<file path="src/rtl/cmpalu_pkg.sv">
package cmpalu_pkg;
  typedef enum logic [1:0] {
    OP_IDLE = 2'b00,
    OP_CMP  = 2'b01,
    OP_ADD  = 2'b10,
    OP_SUB  = 2'b11
  } alu_op_e;

  localparam int FLAG_COUNT = 5;
  localparam int FSEL_W     = $clog2(FLAG_COUNT);
  // flag bit positions, decoded by the branch unit
  localparam int FI_NEG   = 4;
  localparam int FI_CARRY = 3;
  localparam int FI_GT    = 2;
  localparam int FI_EQ    = 1;
  localparam int FI_LT    = 0;
endpackage

</file>
<file path="src/rtl/cmpalu_compare.sv">
module cmpalu_compare #(
  parameter int W = 16
) (
  input  logic [W-1:0] a,
  input  logic [W-1:0] b,
  output logic         gt,
  output logic         eq,
  output logic         lt
);
  // unsigned magnitude comparison
  always_comb begin
    eq = (a == b);
    gt = (a > b);
    lt = !(a > b) && !(a == b);
  end
endmodule

</file>
<file path="src/rtl/cmpalu_arith.sv">
module cmpalu_arith
  import cmpalu_pkg::*;
#(
  parameter int W = 16
) (
  input  logic [W-1:0] a,
  input  logic [W-1:0] b,
  input  logic [1:0]   op,
  output logic [W-1:0] result,
  output logic         arith_msb,
  output logic         arith_carry
);
  localparam int EXT_W = W + 1;

  function automatic logic [EXT_W-1:0] add_ext(input logic [W-1:0] p, input logic [W-1:0] q);
    return {1'b0, p} + {1'b0, q};
  endfunction

  // top bit of the extended difference is the borrow
  function automatic logic [EXT_W-1:0] sub_ext(input logic [W-1:0] p, input logic [W-1:0] q);
    return {1'b0, p} - {1'b0, q};
  endfunction

  logic [EXT_W-1:0] sum_w;
  logic [EXT_W-1:0] dif_w;
  logic             pick_sum;
  logic [W-1:0]     chosen;

  always_comb begin
    sum_w       = add_ext(a, b);
    dif_w       = sub_ext(a, b);
    pick_sum    = (op == OP_ADD);
    chosen      = pick_sum ? sum_w[W-1:0] : dif_w[W-1:0];
    arith_msb   = chosen[W-1];
    arith_carry = pick_sum ? sum_w[W] : dif_w[W];
    unique case (op)
      OP_ADD, OP_SUB: result = chosen;
      default:        result = '0;
    endcase
  end
endmodule

</file>
<file path="src/rtl/cmpalu_flagreg.sv">
module cmpalu_flagreg #(
  parameter int NF = 5,
  parameter int SW = 3
) (
  input  logic          clk,
  input  logic          rst_n,
  input  logic          load,
  input  logic [NF-1:0] d,
  input  logic [SW-1:0] sel,
  output logic [NF-1:0] q,
  output logic          bit_out
);
  localparam int SLOTS = 2 ** SW;

  logic [SLOTS-1:0] padded;

  always_ff @(posedge clk or negedge rst_n) begin
    if (!rst_n)    q <= '0;
    else if (load) q <= d;
  end

  for (genvar i = 0; i < SLOTS; i++) begin : g_slot
    if (i < NF) begin : g_live
      assign padded[i] = q[i];
    end else begin : g_zero
      assign padded[i] = 1'b0;
    end
  end

  assign bit_out = padded[sel];
endmodule

</file>
<file path="src/rtl/cmpalu_top.sv">
module cmpalu_top
  import cmpalu_pkg::*;
#(
  parameter int WIDTH = 16
) (
  input  logic                  clk,
  input  logic                  rst_n,
  input  logic [WIDTH-1:0]      x_in,
  input  logic [WIDTH-1:0]      y_in,
  input  logic [1:0]            op_in,
  input  logic                  flag_we,
  input  logic [FSEL_W-1:0]     flag_sel,
  output logic [WIDTH-1:0]      result,
  output logic [FLAG_COUNT-1:0] flags,
  output logic                  flag_bit
);
  logic                  arith_msb;
  logic                  arith_carry;
  logic                  cmp_gt, cmp_eq, cmp_lt;
  logic                  upd_en;
  logic [FLAG_COUNT-1:0] next_flags;

  cmpalu_arith #(.W(WIDTH)) u_arith (
    .a(x_in), .b(y_in), .op(op_in),
    .result(result), .arith_msb(arith_msb), .arith_carry(arith_carry)
  );

  cmpalu_compare #(.W(WIDTH)) u_cmp (
    .a(x_in), .b(y_in), .gt(cmp_gt), .eq(cmp_eq), .lt(cmp_lt)
  );

  assign upd_en = flag_we && (op_in != OP_IDLE);

  always_comb begin
    next_flags           = '0;
    next_flags[FI_NEG]   = arith_msb;
    next_flags[FI_CARRY] = arith_carry;
    next_flags[FI_GT]    = cmp_gt;
    next_flags[FI_EQ]    = cmp_eq;
    next_flags[FI_LT]    = cmp_lt;
  end

  cmpalu_flagreg #(.NF(FLAG_COUNT), .SW(FSEL_W)) u_flags (
    .clk(clk), .rst_n(rst_n), .load(upd_en), .d(next_flags),
    .sel(flag_sel), .q(flags), .bit_out(flag_bit)
  );
endmodule

</file>
<file path="config.mk">
export PLATFORM = sky130hd
export DESIGN_NAME = cmpalu_top
export DESIGN_NICKNAME = d
export VERILOG_FILES = /design/src/rtl/cmpalu_pkg.sv /design/src/rtl/cmpalu_compare.sv /design/src/rtl/cmpalu_arith.sv /design/src/rtl/cmpalu_flagreg.sv /design/src/rtl/cmpalu_top.sv
export SDC_FILE = /design/constraint.sdc
export NUM_CORES = 1
export LEC_CHECK = 0
export BUFFER_PORTS_ARGS = -buffer_cell sky130_fd_sc_hd__buf_2
export CAP_MARGIN = 30
export CORE_MARGIN = 1.5
export CORE_UTILIZATION = 40
export DETAILED_ROUTE_END_ITERATION = 8
export HOLD_SLACK_MARGIN = 0.08
export PLACE_DENSITY_LB_ADDON = 0.08
export SLEW_MARGIN = 15
export SYNTH_ARGS = -nofsm -noshare
export SYNTH_HDL_FRONTEND = slang
export SYNTH_HIERARCHICAL = 1
export SYNTH_SLANG_ARGS = --single-unit
</file>
<file path="constraint.sdc">
create_clock -name clk -period 3.11 [get_ports clk]
set_clock_uncertainty 0.2 [all_clocks]
set_input_delay 0.311 -clock clk [delete_from_list [all_inputs] [get_ports clk]]
set_output_delay 0.311 -clock clk [all_outputs]
set_load 0.05 [all_outputs]
</file>
==> qor.yml <==
placement_rows: 28
clock_tree_from_tritoncts: "yes"
synth.lib_cells_used.distinct: 57
r2r-start: "u_flags/q[2]$_DFFE_PN0P_"
antenna_found_initial: 0
synth_edf_count: 0
max_cap_viol: 0
fin_ws_ns: -0.0705
pin_count_of_the_biggest_net_entering_global_routing: 20
crit_chain: "buf_8 > ha_4 > inv_2 > fa_2 > o21bai_4 > a221o_1 > or4_4 > a31oi_4 > nand3_2 > a31oi_1 > buf_4 > mux2i_4 > buf_6"
stdcell_area_mm2: 0.00362
die_y_um: 81.8
min-delay-path-class: "in2async"
critical-path-slowest-cell: "sky130_fd_sc_hd__or4_4"
grt_setup_unrepaired: "yes"
syn-mean-instance-area_um2: 7.27
synth.ff_latch_count: 5
dr_total_vias: 2870
cp_num_buf_inv: 4
status: "finished, violations left"
violations: "negative setup slack"
critPathLaunch: "x_in[0]"
grt_pass1_wl_um: 11500
multi_input_comb_area_mm2: 0.00238
cts-buffers-inserted: 3
die_footprint_mm2: 0.00669
coreArea_mm2: 0.00596
path_clk_slew_ns: 0.04
total_drc_errors_in_the_routed_layout: 0
fmax_ghz: 0.314
port-buffer-count: 61
storage_element_area_um2: 125
synthToLayoutAreaGrowth_pct: 45.7
setup.worst_path.class: "in2out"
regMostFlops: "u_flags/q"
routabilityCongestion: 0.955
fill_cells: 573
start_kind: "primary input"
postPlaceCellArea_mm2: 0.00319
htree_num_levels: 1
report.power.total_mw: 1.06
worst_setup_path_end_kind: "primary output"
timing.hold.ws_ns: 0.219
route.detailed.vias_per_inst: 5.47
drt_first_pass_iters: 4
synth_async_sr_flop_share: 1.00
syn_inst: 342
finalMaxSlewViolations: 0
max-slew-margin-rel: 0.713
initial_utilization: 0.417
cp_data_arrival_time_ns: 2.67
post_route_cells_drive_above_1_share: 0.382
largest_register_ffs: 5
clock_tree.buffer_depth: 2
die_width_um: 81.8
worstSkewPairLatency_ns: 0.23
nets: 542
report.final.setup_viol: 3
clock_sinks: 5
drtAntennaViolNets: 0
vdd_ir_drop_max_uv: 361
ys_seq_area_frac: 0.0504
initialDrtViolationCount: 163
dpl_wire_length_um: 6010
required_ns: 2.60
insertedDiodeCount: 0
grt_overflow_total: 0
grt_pass1_vias: 2613
track_usage: 0.219
num_io_pins: 62
ys.warnings.count: 6
routedWlPerCell_um: 14.7
total_leakage_power_nw: 1.84
hold_viol: 0
synth_nets: 433
period_share: 1.02
biggestRegsByFlops: "u_flags/q: 5 flops"
p_per_area_mw_per_mm2: 293
wl_um: 7730
synthesis.area_mm2: 0.00248
worst_slew_pin_slew_ns: 0.419
worst_path_dominant_cell_family: "compound AO/OA/AOI/OAI gates"
timing.critical_path.fanout_max: 3
final_period_minus_worst_setup_slack_ns: 3.18
delay_contributed_by_the_slowest_stage_of_the_critical_path_ns: 0.44
synth-main-ff-cell: "sky130_fd_sc_hd__dfrtp_1"
cts_root_buffer: "sky130_fd_sc_hd__clkbuf_8"
==> cell families after synthesis <==
logic type / share of synthesized area
AO/OA/AOI/OAI: 0.264
XOR/XNOR: 0.0423
adder cells (fa/ha/maj): 0.263
buffers and inverters: 0.0972
flip-flops: 0.0504
multiplexers: 0.0569
AND/OR/NAND/NOR: 0.226
==> stage by stage <==
step / instances / util / TNS (ns) / setup slack, ns
6_report: 525 / 0.608 / -0.153 / -0.0705
5_1_grt: 525 / 0.608 / -0.421 / -0.146
4_1_cts: 523 / 0.576 / -0.0773 / -0.0773
3_3_place_gp: 513 / 0.536 / -1.01 / -0.262
3_5_place_dp: 513 / 0.536 / -1.20 / -0.295
2_1_floorplan: 342 / - / -0.0200 / -0.0200
==> cell type report <==
class                      instances  share of cell area
tap                               75              0.0259
inverter                          48              0.0505
clock inverter                     1             0.00138
sequential                         5              0.0346
clock buffer                       3              0.0114
multi-input combinational        277               0.657
timing repair buffer             116               0.219
==> where the power goes <==
| group | total (mW) | switching [mW] | internal, mW |
|---|---|---|---|
| registers | 0.0876 | 0.00943 | 0.0782 |
| logic | 0.847 | 0.492 | 0.355 |
| clock network | 0.124 | 0.0378 | 0.0865 |
==> placed cells by master, fill, tap and decap left out, types with 6 or more instances in the layout <==
master / count
sky130_fd_sc_hd__xnor2_1: 10
sky130_fd_sc_hd__ha_1: 42
sky130_fd_sc_hd__buf_6: 9
sky130_fd_sc_hd__buf_4: 52
sky130_fd_sc_hd__and2_1: 14
sky130_fd_sc_hd__buf_2: 51
sky130_fd_sc_hd__nor2b_1: 8
sky130_fd_sc_hd__ha_4: 7
sky130_fd_sc_hd__o21ai_0: 14
sky130_fd_sc_hd__nand2_1: 21
sky130_fd_sc_hd__nor3_1: 10
sky130_fd_sc_hd__a211oi_1: 6
sky130_fd_sc_hd__nor2_1: 19
sky130_fd_sc_hd__a21oi_1: 29
sky130_fd_sc_hd__a31oi_1: 6
sky130_fd_sc_hd__inv_1: 44
==> Yosys cell counts, types with 5 or more instances <==
cell type | n | area, um^2
sky130_fd_sc_hd__a211oi_1 | 7 | 52.6
sky130_fd_sc_hd__a21o_1 | 5 | 37.5
sky130_fd_sc_hd__a21oi_1 | 30 | 150
sky130_fd_sc_hd__a31oi_1 | 7 | 43.8
sky130_fd_sc_hd__and2_1 | 14 | 87.6
sky130_fd_sc_hd__clkbuf_1 | 8 | 30.0
sky130_fd_sc_hd__dfrtp_1 | 5 | 125
sky130_fd_sc_hd__ha_1 | 49 | 613
sky130_fd_sc_hd__inv_1 | 48 | 180
sky130_fd_sc_hd__mux2_2 | 5 | 56.3
sky130_fd_sc_hd__mux2i_1 | 7 | 70.1
sky130_fd_sc_hd__nand2_1 | 21 | 78.8
sky130_fd_sc_hd__nand2b_1 | 6 | 37.5
sky130_fd_sc_hd__nand3_1 | 6 | 30.0
sky130_fd_sc_hd__nor2_1 | 19 | 71.3
sky130_fd_sc_hd__nor2b_1 | 9 | 56.3
sky130_fd_sc_hd__nor3_1 | 10 | 50.1
sky130_fd_sc_hd__o21ai_0 | 16 | 80.1
sky130_fd_sc_hd__o31ai_1 | 5 | 37.5
sky130_fd_sc_hd__xnor2_1 | 10 | 87.6
==> path summary, 6_finish.rpt <==
check / end / slack [ns] / depth (start not counted)
setup / recovery: result[14] / -0.07 / 13
hold / removal: u_flags/q[1]$_DFFE_PN0P_ / 0.22 / 2
setup reg to reg: u_flags/q[2]$_DFFE_PN0P_ / 2.13 / 1
hold reg to reg: u_flags/q[4]$_DFFE_PN0P_ / 0.34 / 1
max in group asynchronous: u_flags/q[4]$_DFFE_PN0P_ / 2.35 / 2
min in group clk: u_flags/q[4]$_DFFE_PN0P_ / 0.34 / 1
==> timing repair <==
item / CTS / global route
hold buffers: 1 / 0
setup buffers: 5 / 4
pin swaps: 12 / 16
gates resized for setup: 35 / 31
hold endpoints to repair: 5 / 0
setup endpoints to repair: 7 / 8
==> metal layers <==
metal / vias up / global-route usage / routed length [um]
li1: 1422 / - / -
met1: 1315 / 0.289 / 3440
met2: 110 / 0.375 / 3600
met3: 23 / 0.0167 / 477
met4: 0 / 0.0729 / 216
met5: - / 0 / 0
Note: power is estimated with default switching activity, not from simulation.
